`src/rtl/fhMiiPkg.sv`:
```
package fhMiiPkg;
  localparam int CG_W  = 5;
  localparam int NIB_W = 4;

  typedef enum logic [2:0] {
    CG_DATA, CG_J, CG_K, CG_T, CG_R, CG_IDLE, CG_HALT, CG_BAD
  } cgClass_e;

  typedef struct packed {
    cgClass_e          cls;
    logic [NIB_W-1:0]  nib;
  } cgDecode_t;

  // control -> datapath strobes
  typedef struct packed {
    logic emit;   // load a nibble this cycle
    logic err;    // emitted nibble is an error nibble
    logic kNib;   // emitted nibble is the start K
    logic quiet;  // drive all outputs low
  } rxStrobe_t;

  function automatic cgDecode_t decodeCg(input logic [CG_W-1:0] cg);
    cgDecode_t d;
    d.cls = CG_DATA;
    d.nib = '0;
    unique case (cg)
      5'b11110: d.nib = 4'h0;
      5'b01001: d.nib = 4'h1;
      5'b10100: d.nib = 4'h2;
      5'b10101: d.nib = 4'h3;
      5'b01010: d.nib = 4'h4;
      5'b01011: d.nib = 4'h5;
      5'b01110: d.nib = 4'h6;
      5'b01111: d.nib = 4'h7;
      5'b10010: d.nib = 4'h8;
      5'b10011: d.nib = 4'h9;
      5'b10110: d.nib = 4'hA;
      5'b10111: d.nib = 4'hB;
      5'b11010: d.nib = 4'hC;
      5'b11011: d.nib = 4'hD;
      5'b11100: d.nib = 4'hE;
      5'b11101: d.nib = 4'hF;
      5'b11000: d.cls = CG_J;
      5'b10001: d.cls = CG_K;
      5'b01101: d.cls = CG_T;
      5'b00111: d.cls = CG_R;
      5'b11111: d.cls = CG_IDLE;
      5'b00100: d.cls = CG_HALT;
      default:  d.cls = CG_BAD;
    endcase
    return d;
  endfunction
endpackage

```
`src/rtl/fhMiiRxCtrl.sv`:
```
module fhMiiRxCtrl
  import fhMiiPkg::*;
(
  input  logic       clk,
  input  logic       rstN,
  input  logic       frameSync,
  input  logic       cgValid,
  input  cgClass_e   cgCls,
  output rxStrobe_t  strobe
);
  typedef enum logic [1:0] {S_IDLE, S_GOTJ, S_PKT, S_GOTT} rxState_e;
  rxState_e state, stateNext;

  logic take;
  assign take = cgValid && frameSync;

  always_comb begin
    stateNext    = state;
    strobe       = '0;
    unique case (state)
      S_IDLE: begin
        strobe.quiet = 1'b1;
        if (take && cgCls == CG_J) stateNext = S_GOTJ;
      end
      S_GOTJ: begin
        if (take) begin
          if (cgCls == CG_K) begin
            stateNext   = S_PKT;
            strobe.emit = 1'b1;
            strobe.kNib = 1'b1;
          end else begin
            stateNext    = S_IDLE;
            strobe.quiet = 1'b1;
          end
        end else begin
          strobe.quiet = 1'b1;
        end
      end
      S_PKT: begin
        if (take) begin
          if (cgCls == CG_T) begin
            stateNext = S_GOTT;
          end else begin
            strobe.emit = 1'b1;
            strobe.err  = (cgCls != CG_DATA);
          end
        end
      end
      S_GOTT: begin
        if (take) begin
          if (cgCls == CG_R) begin
            stateNext    = S_IDLE;
            strobe.quiet = 1'b1;
          end else begin
            stateNext   = S_PKT;
            strobe.emit = 1'b1;
            strobe.err  = 1'b1;
          end
        end
      end
      default: stateNext = S_IDLE;
    endcase
  end

  always_ff @(posedge clk or negedge rstN) begin
    if (!rstN)           state <= S_IDLE;
    else if (!frameSync) state <= S_IDLE;
    else                 state <= stateNext;
  end

  // a K nibble is only produced as the first write of a packet
  a_r3_k_from_gotj: assert property (@(posedge clk) disable iff (!rstN)
    strobe.kNib |-> (state == S_GOTJ && strobe.emit));

  // outside a packet nothing but a start K is ever emitted
  a_r8_idle_no_emit: assert property (@(posedge clk) disable iff (!rstN)
    (state == S_IDLE) |-> !strobe.emit);
endmodule

```
`src/rtl/fhMiiRxDatapath.sv`:
```
module fhMiiRxDatapath
  import fhMiiPkg::*;
#(
  parameter logic [NIB_W-1:0] K_NIBBLE = 4'b0101
) (
  input  logic              clk,
  input  logic              rstN,
  input  logic              frameSync,
  input  logic [CG_W-1:0]   cgData,
  input  rxStrobe_t         strobe,
  output cgClass_e          cgCls,
  output logic              miiWr,
  output logic              miiDv,
  output logic              miiEr,
  output logic [NIB_W-1:0]  miiData
);
  cgDecode_t dec;
  assign dec   = decodeCg(cgData);
  assign cgCls = dec.cls;

  logic [NIB_W-1:0] nibNext;
  always_comb begin
    if (strobe.err)       nibNext = '0;
    else if (strobe.kNib) nibNext = K_NIBBLE;
    else                  nibNext = dec.nib;
  end

  always_ff @(posedge clk or negedge rstN) begin
    if (!rstN) begin
      miiWr   <= 1'b0;
      miiDv   <= 1'b0;
      miiEr   <= 1'b0;
      miiData <= '0;
    end else if (!frameSync) begin
      miiWr   <= 1'b0;
      miiDv   <= 1'b0;
      miiEr   <= 1'b1;
      miiData <= '1;
    end else if (strobe.emit) begin
      miiWr   <= 1'b1;
      miiDv   <= 1'b1;
      miiEr   <= strobe.err;
      miiData <= nibNext;
    end else if (strobe.quiet) begin
      miiWr   <= 1'b0;
      miiDv   <= 1'b0;
      miiEr   <= 1'b0;
      miiData <= '0;
    end else begin
      miiWr   <= 1'b0;
    end
  end

  // no sync forces the fixed error pattern on the next clock
  a_r2_nosync_pattern: assert property (@(posedge clk) disable iff (!rstN)
    !frameSync |=> (miiEr && miiData == '1 && !miiDv && !miiWr));

  // an error inside a packet carries the zero nibble
  a_r7_err_nibble: assert property (@(posedge clk) disable iff (!rstN)
    (miiEr && miiDv) |-> (miiData == '0));
endmodule

```
`src/rtl/fhMiiRxAdapter.sv`:
```
module fhMiiRxAdapter
  import fhMiiPkg::*;
#(
  parameter logic [3:0] K_NIBBLE = 4'b0101
) (
  input  logic       clk,
  input  logic       rstN,
  input  logic       frameSync,
  input  logic       cgValid,
  input  logic [4:0] cgData,
  output logic       miiWr,
  output logic       miiDv,
  output logic       miiEr,
  output logic [3:0] miiData
);
  rxStrobe_t strobe;
  cgClass_e  cgCls;

  fhMiiRxCtrl u_ctrl (
    .clk       (clk),
    .rstN      (rstN),
    .frameSync (frameSync),
    .cgValid   (cgValid),
    .cgCls     (cgCls),
    .strobe    (strobe)
  );

  fhMiiRxDatapath #(.K_NIBBLE(K_NIBBLE)) u_dp (
    .clk       (clk),
    .rstN      (rstN),
    .frameSync (frameSync),
    .cgData    (cgData),
    .strobe    (strobe),
    .cgCls     (cgCls),
    .miiWr     (miiWr),
    .miiDv     (miiDv),
    .miiEr     (miiEr),
    .miiData   (miiData)
  );

  // a write strobe only appears with data valid
  a_r4_wr_in_packet: assert property (@(posedge clk) disable iff (!rstN)
    miiWr |-> miiDv);

  // a write strobe needs an accepted code group one clock earlier
  a_r5_wr_needs_valid: assert property (@(posedge clk) disable iff (!rstN)
    miiWr |-> $past(cgValid));
endmodule

```
`config.mk`:
```
export PLATFORM = sky130hd
export DESIGN_NAME = fhMiiRxAdapter
export DESIGN_NICKNAME = d
export VERILOG_FILES = /design/src/rtl/fhMiiPkg.sv /design/src/rtl/fhMiiRxCtrl.sv /design/src/rtl/fhMiiRxDatapath.sv /design/src/rtl/fhMiiRxAdapter.sv
export SDC_FILE = /design/constraint.sdc
export NUM_CORES = 1
export LEC_CHECK = 0
export BUFFER_PORTS_ARGS = -buffer_cell sky130_fd_sc_hd__buf_4
export CAP_MARGIN = 20
export CORE_UTILIZATION = 35
export DETAILED_ROUTE_END_ITERATION = 16
export MAX_ROUTING_LAYER = met4
export PLACE_DENSITY = 0.55
export SLEW_MARGIN = 20
export SYNTH_ARGS = -nofsm -noshare
export SYNTH_HDL_FRONTEND = slang
export SYNTH_SLANG_ARGS = --single-unit
```
`constraint.sdc`:
```
create_clock -name clk -period 1.7 [get_ports clk]
set_clock_uncertainty 0.15 [all_clocks]
set_input_delay 0.085 -clock clk [delete_from_list [all_inputs] [get_ports clk]]
set_output_delay 0.085 -clock clk [all_outputs]
set_load 0.01 [all_outputs]
```
==> flow_summary.json, run 1 <==
{
  "grt_pass1_wl_mm": 2.17,
  "vias": 603,
  "path_class": "input pin to flip-flop",
  "clock_path_buffers": 2,
  "synth_area_leaders": "dfrtp_1, nand2_1, o311ai_2",
  "r2r_start": "u_ctrl.state[1]$_DFFE_PN0P_",
  "place_congestion": 0.896,
  "regArea_um2": 225,
  "final_cell_mix": "nand2_1, buf_4, dfrtp_1",
  "yosysTopAreaCell": "dfrtp_1",
  "syn-num-nets": 78,
  "antenna_found_initial": 0,
  "finalCriticalPeriod_ns": 1.62,
  "multi_input_area_um2": 374,
  "path_clk_slew_ns": 0.06,
  "pwr-share-comb": 0.196,
  "drt-initial-drc-count": 10,
  "met3_usage": 0.0245,
  "fmax_mhz": 616,
  "crit_start": "cgValid",
  "final.setup.tns_ns": 0,
  "syn_area_um2": 636,
  "htree_levels": 1,
  "dpl.hpwl_mm": 1.07,
  "port_buffers": 15,
  "ant_nets": 0,
  "fill_cells": 171,
  "setup_viol": 0,
  "worst_slew_pin_slew_ns": 0.456,
  "cts_root_buffer": "clkbuf_4",
  "critPathMaxFanout": 6,
  "status": "finished clean",
  "grt_util_met1": 0.195,
  "peakVddDrop_mv": 0.262,
  "seq_area_frac_synth": 0.354,
  "grt_use_met2": 0.232,
  "reg2reg_depth": 5,
  "p_int_w": 0.000353,
  "crit_path_start_kind": "input pin",
  "drv_cap": 0,
  "dieArea_mm2": 0.00199,
  "hold_viol_final": 0,
  "swShare": 0.258,
  "start_util": 0.372,
  "hp-class": "input pin to asynchronous set/reset pin",
  "core_mm2": 0.00171,
  "synth_top_cell_area_share": 0.354,
  "n_antenna_cell": 0,
  "via_per_inst": 5.34,
  "power.total_w": 0.000476,
  "netlist_instances": 69,
  "power_switching_w": 0.000123,
  "grt-ovfl-total": 0,
  "die_x_um": 44.6,
  "clkPwrFrac": 0.334,
  "seqPwrFrac": 0.471,
  "worstReg2RegEnd": "u_dp.miiData[1]$_DFFE_PN0P_",
  "grt_start_max_net_pins": 12,
  "final_layout_size_suffix_gt1_frac": 0.273,
  "r2r_setup_slack_ns": 0.16,
  "drt_wl_total_mm": 1.36,
  "ys_types": 32,
  "period_share": 0.954,
  "ioPinCount": 16,
  "worstSkewPairLatency_ns": 0.25,
  "busiest_layer": "met2",
  "die_h_um": 44.6,
  "finalNetCount": 98,
  "slew_viol_final": 0,
  "pwr_density_cell_mw_per_mm2": 584,
  "layout_commonest_cell": "nand2_1",
  "cts_made_buffers": 3,
  "critPathCaptureType": "flip-flop",
  "slew_headroom": 0.693,
  "crit_arrival_ns": 1.62,
  "p_leak_nw": 0.372,
  "drtPass1Iterations": 4,
  "yosys_register_bits": 9,
  "drcViolationCount": 0,
  "groute.usage.overall": 0.158,
  "synth.avg_cell_area_um2": 9.21,
  "grt_setup_unrepaired": "false",
  "wire_per_inst_um": 12.0,
  "post_cts_buffers": 0,
  "floorplan.rows": 15,
  "ys_warn_count": 0,
  "grt_pass1_vias": 476,
  "cts.sinks": 9,
  "cts_tree": "done",
  "crit_required_ns": 1.70,
  "syn_to_final_growth_pct": 28.1
}
final cells by class:
class                      count  area share
multi-input combinational     54       0.459
sequential                     9       0.276
timing repair buffer          19       0.184
tap                           25      0.0384
clock buffer                   4      0.0323
inverter                       2     0.00922
state kept, by name, summed over array words and instances, names as in the netlist:
register and cells:
u_ctrl.state 2, u_dp.miiData 4, u_dp.miiDv 1, u_dp.miiEr 1
u_dp.miiWr 1
per-layer routing:
layer,vias to the layer above,part of all wire
met5,-,0
met4,0,0.032
met3,4,0.039
met2,18,0.48
met1,285,0.45
li1,296,-
through the flow:
stage / instance area (um^2) / setup WS (ns) / hold slack [ns] / utilization / cells
finish: 815 / 0.0779 / 0.0411 / 0.477 / 113
global route: 815 / 0.00106 / 0.0388 / 0.477 / 113
CTS: 815 / 0.0852 / 0.0381 / 0.477 / 113
detailed placement: 758 / 0.172 / -0.233 / 0.444 / 106
global placement: 758 / 0.171 / -0.235 / 0.444 / 106
floorplan: 636 / 0.253 / -0.361 / - / 69
power by group through the flow:
stage	Clock, W	Combinational [W]	Sequential (W)
6_report	0.000159	0.0000931	0.000224
4_1_cts	0.000167	0.0000941	0.000224
3_5_place_dp	0	0.0000880	0.000228
5_1_grt	0.000183	0.000101	0.000225
3_3_place_gp	0	0.0000889	0.000228
2_1_floorplan	0	0.0000500	0.000231
critical path, cell delays in order:
cell and delay [ns]:
dlygate4sd3_1 0.53, buf_4 0.13, and2_1 0.16, nand4_1 0.13
a21boi_1 0.17, nand2b_4 0.17, o311ai_2 0.26
Yosys cell counts:
master and instances:
nand2_1 18, dfrtp_1 9, nand4_1 3, nor2b_1 3, o21ai_0 3, buf_2 2, inv_1 2, nor2_1 2
o211ai_1 2, o311ai_2 2, xnor2_1 2, a21boi_0 1, a21boi_1 1, a21o_1 1, a311oi_1 1, a41oi_1 1
and2_1 1, and3_1 1, and4bb_1 1, buf_4 1, buf_6 1, nand2b_4 1, nand4_2 1, nor4_1 1
o211a_1 1, o221ai_1 1, o22ai_1 1, o311ai_1 1, o311ai_4 1, o32ai_1 1, or2_1 1, xor2_1 1
worst max path at each step:
stage                                             end  slack, ns  cells after the start
after floorplan           u_dp.miiData[0]$_DFFE_PN0P_       0.25                      5
after global placement    u_dp.miiData[0]$_DFFE_PN0P_       0.17                      5
after detailed placement  u_dp.miiData[1]$_DFFE_PN0P_       0.17                      5
after CTS                 u_dp.miiData[1]$_DFFE_PN0P_       0.09                      7
after global routing      u_dp.miiData[1]$_DFFE_PN0P_      0.001                      7
final                     u_dp.miiData[1]$_DFFE_PN0P_       0.08                      7
what timing repair did:
action                                  CTS  global route
hold buffers                              3             0
resized for setup                         0             0
endpoints found under the setup margin    0             0
hold endpoints to repair                 15             0
cell families after synthesis:
kind of cell | Yosys count | synth area share
flip-flops | 9 | 0.354
AND/OR/NAND/NOR | 33 | 0.278
XOR/XNOR | 3 | 0.0413
AO/OA/AOI/OAI | 18 | 0.270
buffers and inverters | 6 | 0.0571
Note: power is estimated with default switching activity, not from simulation.
==> run 2: changes to the inputs <==
--- a/config.mk
+++ b/config.mk
@@ -10,7 +10,7 @@
 export CORE_UTILIZATION = 35
 export DETAILED_ROUTE_END_ITERATION = 16
 export MAX_ROUTING_LAYER = met4
-export PLACE_DENSITY = 0.55
+export PLACE_DENSITY_LB_ADDON = 0.15
 export SLEW_MARGIN = 20
 export SYNTH_ARGS = -nofsm -noshare
 export SYNTH_HDL_FRONTEND = slang
==> run 2 against run 1 <==
Effect of this change:
- hold slack got worse by 0.0011 ns
- via count decreased by 0.50%
- register-to-register slack got worse by 0.05 ns
- sequential share of layout area decreased by 0.78 points
- sequential cell count unchanged
- cell count increased by 1.8%
- critical path depth unchanged
- clock power about the same
- highest routed layer unchanged
==> flow_summary.json, run 2 (synthesis results as in run 1) <==
{
  "met3_usage": 0.0367,
  "finalNetCount": 100,
  "cts_root_buffer": "clkbuf_4",
  "htree_levels": 1,
  "crit_family": "buffers and inverters",
  "p_leak_nw": 0.383,
  "power.total_w": 0.000477,
  "grt_pass1_wl_mm": 2.19,
  "fmax_mhz": 598,
  "drtPass1Iterations": 4,
  "stdcell_count": 115,
  "pwr_density_cell_mw_per_mm2": 569,
  "grt_util_met1": 0.184,
  "status": "finished clean",
  "die_x_um": 44.6,
  "fill_cells": 162,
  "vias": 600,
  "setup_viol": 0,
  "grt_use_met2": 0.250,
  "cp_cell_sequence": "dlygate4sd3_1 > buf_4 > and2_4 > nand4_1 > a21boi_2 > nand2b_4 > o311ai_4",
  "grt_start_max_net_pins": 12,
  "drt-initial-drc-count": 10,
  "busiest_layer": "met2",
  "n_antenna_cell": 0,
  "path_buf_inv": 2,
  "cts_tree": "done",
  "crit_required_ns": 1.71,
  "worstSkewPairLatency_ns": 0.25,
  "place_congestion": 0.874,
  "worst_slew_pin_slew_ns": 0.430,
  "dp.cells": 106,
  "floorplan.rows": 15,
  "clock_path_buffers": 2,
  "core_mm2": 0.00171,
  "multi_input_area_um2": 383,
  "final_layout_size_suffix_gt1_frac": 0.322,
  "top_register": "u_dp.miiData",
  "slew_viol_final": 0,
  "regArea_um2": 225,
  "drt_wl_total_mm": 1.41,
  "drv_cap": 0,
  "antenna_found_initial": 0,
  "syn_to_final_growth_pct": 31.9,
  "critPathMaxFanout": 6,
  "grt_pass1_vias": 494,
  "critPathCaptureType": "flip-flop",
  "final_cell_mix": "nand2_1, buf_4, dfrtp_1",
  "start_util": 0.372,
  "cts.sinks": 9,
  "path_clk_slew_ns": 0.06,
  "ant_nets": 0,
  "drcViolationCount": 0,
  "hp-class": "input pin to asynchronous set/reset pin",
  "port_buffers": 15,
  "groute.usage.overall": 0.155,
  "cp_slowest_cell": "dlygate4sd3_1",
  "hold_viol_final": 0,
  "largest_register_ffs": 4,
  "path_class": "input pin to flip-flop",
  "wire_per_inst_um": 12.3,
  "finalCriticalPeriod_ns": 1.67,
  "crit_arrival_ns": 1.68,
  "post-route-util": 0.491,
  "peakVddDrop_mv": 0.260,
  "period_share": 0.984,
  "dpl.hpwl_mm": 1.04,
  "cts_made_buffers": 3,
  "via_per_inst": 5.22,
  "max_stage_delay_ns": 0.53,
  "ioPinCount": 16,
  "reg_top3": "u_dp.miiData x4, u_ctrl.state x2",
  "die_h_um": 44.6,
  "crit_path_start_kind": "input pin",
  "slew_headroom": 0.711,
  "grt-ovfl-total": 0,
  "dieArea_mm2": 0.00199
}
## run 2: cell types whose count changed in the layout (fill, tap and decap cells not counted)
cell      before  now
a21boi_1       1    0
a21boi_2       0    1
and2_1         1    0
and2_4         0    1
buf_4         16   18
nor2b_1        3    2
nor2b_2        0    1
## run 2: final cells by class
cell class,instances,share of cell area
clock buffer,4,0.0313
inverter,2,0.00896
timing repair buffer,21,0.197
sequential,9,0.269
tap,25,0.0373
multi-input combinational,54,0.457
## run 2: what timing repair did
item	CTS	global route
hold buffers	3	0
endpoints found under the hold margin	15	0
buffers inserted	0	2
endpoints found under the setup margin	0	3
resized for setup	0	3
## run 2: power by group
group | internal (W) | total [W] | switching (W) | leakage, nW
clock | 0.0000902 | 0.000160 | 0.0000699 | 0.0150
sequential | 0.000220 | 0.000224 | 0.00000328 | 0.114
combinational | 0.0000437 | 0.0000936 | 0.0000500 | 0.254
## run 2: through the flow
step / setup WS, ns / setup TNS [ns] / cell area [um^2] / hold WS (ns)
after CTS: 0.0576 / 0 / 815 / 0.0391
after global placement: 0.178 / 0 / 758 / -0.235
after detailed placement: 0.163 / 0 / 758 / -0.234
final: 0.0265 / 0 / 838 / 0.0400
after floorplan: 0.253 / 0 / 636 / -0.361
after global routing: -0.0105 / -0.0251 / 838 / 0.0411
## run 2: worst reg2reg max path, delay by kind of cell, from the launching register on
family	cells	cell delay (ns)
flops	1	0.41
compound gates	2	0.47
simple gates	3	0.46
## run 2: metal layers
metal  up-vias  part of all wire
li1        296                 -
met1       272              0.44
met2        30              0.47
met3         2             0.069
met4         0             0.017
met5         -                 0
## run 2: final timing paths
| path | from | endpoint | slack, ns | cells after the start |
|---|---|---|---|---|
| setup / recovery | cgValid | u_dp.miiData[0]$_DFFE_PN0P_ | 0.03 | 7 |
| hold / removal | rstN | u_dp.miiEr$_DFFE_PN0P_ | 0.04 | 2 |
| setup reg to reg | u_ctrl.state[1]$_DFFE_PN0P_ | u_dp.miiData[0]$_DFFE_PN0P_ | 0.11 | 5 |
| hold reg to reg | u_dp.miiDv$_DFFE_PN0P_ | u_dp.miiDv$_DFFE_PN0P_ | 0.33 | 1 |
| max in group asynchronous | rstN | u_dp.miiData[0]$_DFFE_PN0P_ | 1.22 | 2 |
| min in group clk | cgData[2] | u_dp.miiData[1]$_DFFE_PN0P_ | 0.06 | 3 |
==> run 3: changes to the inputs <==
--- a/config.mk
+++ b/config.mk
@@ -7,8 +7,10 @@
 export LEC_CHECK = 0
 export BUFFER_PORTS_ARGS = -buffer_cell sky130_fd_sc_hd__buf_4
 export CAP_MARGIN = 20
-export CORE_UTILIZATION = 35
+export CORE_AREA = 2 2 39 41
+export CTS_CLUSTER_SIZE = 12
 export DETAILED_ROUTE_END_ITERATION = 16
+export DIE_AREA = 0 0 41 43
 export MAX_ROUTING_LAYER = met4
 export PLACE_DENSITY_LB_ADDON = 0.15
 export SLEW_MARGIN = 20
==> run 3 against run 2 <==
Effect of this change:
- hold slack got worse by 0.0098 ns
- sequential share of layout area is 0.16 points higher
- sequential power about the same
- total power grew 1.9%
- register-to-register slack gained 0.03 ns
- combinational power increased by 6.1%
- design area shrank 0.60%
- clock power hardly changed
==> flow_summary.json, run 3 (synthesis results as in run 1) <==
{
  "final_layout_size_suffix_gt1_frac": 0.318,
  "floorplan.rows": 14,
  "n_antenna_cell": 0,
  "core_mm2": 0.00138,
  "worst_slew_pin_slew_ns": 0.426,
  "ant_nets": 0,
  "whs_ns": 0.0302,
  "power.total_w": 0.000486,
  "finalCriticalPeriod_ns": 1.60,
  "final_cell_mix": "nand2_1, buf_4, dfrtp_1",
  "wire_per_inst_um": 13.7,
  "grt_pass1_wl_mm": 2.47,
  "stdcell_count": 104,
  "place_congestion": 0.959,
  "ioPinCount": 16,
  "dpl.hpwl_mm": 1.08,
  "pwr_density_cell_mw_per_mm2": 583,
  "layout_setup_ws_ns": 0.0958,
  "r2r_setup_slack_ns": 0.14,
  "path_clk_slew_ns": 0.07,
  "die_h_um": 43,
  "crit_required_ns": 1.66,
  "fmax_mhz": 623,
  "drcViolationCount": 0,
  "groute.usage.overall": 0.213,
  "layout_commonest_cell": "nand2_1",
  "top_register": "u_dp.miiData",
  "pre_cts_slack_ns": 0.139,
  "r2r_start": "u_ctrl.state[1]$_DFFE_PN0P_",
  "start_util": 0.459,
  "path_buf_inv": 2,
  "p_leak_nw": 0.392,
  "die_x_um": 41,
  "reg2reg_depth": 5,
  "grt-ovfl-total": 0,
  "crit_family": "buffers and inverters",
  "hp-class": "input pin to asynchronous set/reset pin",
  "dp.cells": 97,
  "cts_made_buffers": 3,
  "period_share": 0.944,
  "final.setup.tns_ns": 0,
  "path_class": "input pin to flip-flop",
  "antenna_found_initial": 0,
  "grt_setup_unrepaired": "false",
  "cts_root_buffer": "clkbuf_4",
  "hold_viol_final": 0,
  "cp_cell_sequence": "dlygate4sd3_1 > buf_4 > and3_1 > nor2b_2 > a21boi_2 > nand2b_4 > o211ai_1",
  "finalNetCount": 98,
  "drt_wl_total_mm": 1.43,
  "largest_register_ffs": 4,
  "fill_cells": 121,
  "clock_path_buffers": 2,
  "htree_levels": 1,
  "critPathMaxFanout": 6,
  "slew_headroom": 0.714,
  "drv_cap": 0,
  "drt-initial-drc-count": 26,
  "crit_start": "cgValid",
  "reg_top3": "u_dp.miiData x4, u_ctrl.state x2",
  "via_per_inst": 5.65,
  "worstSkewPairLatency_ns": 0.26,
  "slew_viol_final": 0,
  "crit_path_start_kind": "input pin",
  "post_cts_buffers": 0,
  "worstReg2RegEnd": "u_dp.miiData[2]$_DFFE_PN0P_",
  "crit_arrival_ns": 1.56,
  "dieArea_mm2": 0.00176,
  "drtPass1Iterations": 4,
  "cts.sinks": 9,
  "peakVddDrop_mv": 0.396,
  "syn_to_final_growth_pct": 31.1,
  "setup_viol": 0,
  "port_buffers": 15,
  "status": "finished clean",
  "critPathCaptureType": "flip-flop",
  "vias": 588,
  "grt_start_max_net_pins": 12,
  "cp_slowest_cell": "dlygate4sd3_1",
  "grt_pass1_vias": 562,
  "cts_tree": "done",
  "max_stage_delay_ns": 0.53
}
## run 3: what timing repair did
item                                   4_1_cts  5_1_grt
setup endpoints to repair                    0        3
gates resized for setup                      0        5
endpoints found under the hold margin       15        0
hold buffers                                 3        0
## run 3: worst max path at each step
stage | slack (ns) | endpoint | cells past startpoint
2_1_floorplan | 0.25 | u_dp.miiData[0]$_DFFE_PN0P_ | 5
5_1_grt | 0.02 | u_dp.miiData[2]$_DFFE_PN0P_ | 7
6_report | 0.1 | u_dp.miiData[2]$_DFFE_PN0P_ | 7
4_1_cts | 0.07 | u_dp.miiData[0]$_DFFE_PN0P_ | 7
3_3_place_gp | 0.20 | u_dp.miiData[0]$_DFFE_PN0P_ | 5
3_5_place_dp | 0.14 | u_dp.miiData[0]$_DFFE_PN0P_ | 5
## run 3: area by class of cell
class	count	area [um^2]	area share
Tap cell	16	20.0	0.0240
Clock inverter	1	5.00	0.00601
Sequential cell	9	225	0.270
Multi-Input combinational cell	54	403	0.483
Timing Repair Buffer	19	150	0.180
Clock buffer	3	22.5	0.0270
Inverter	2	7.51	0.00901
## run 3: per-layer routing
layer  vias up  routed length (um)  global-route usage
met5         -                   0                   -
met4         0                  15              0.0933
met3         2                 100              0.0471
met2        30                 708               0.316
met1       264                 600               0.267
li1        292                   -                   -
## run 3: per-stage QoR
stage	utilization	cell area [um^2]
2_1_floorplan	-	636
3_3_place_gp	0.540	747
3_5_place_dp	0.540	747
4_1_cts	0.581	805
5_1_grt	0.602	833
6_report	0.602	833
## run 3: report_power, final
| part | internal [W] | total [W] | switching, W |
|---|---|---|---|
| sequential | 0.000220 | 0.000224 | 0.00000368 |
| combinational | 0.0000453 | 0.0000993 | 0.0000541 |
| clock | 0.0000866 | 0.000163 | 0.0000762 |
| total | 0.000352 | 0.000486 | 0.000134 |
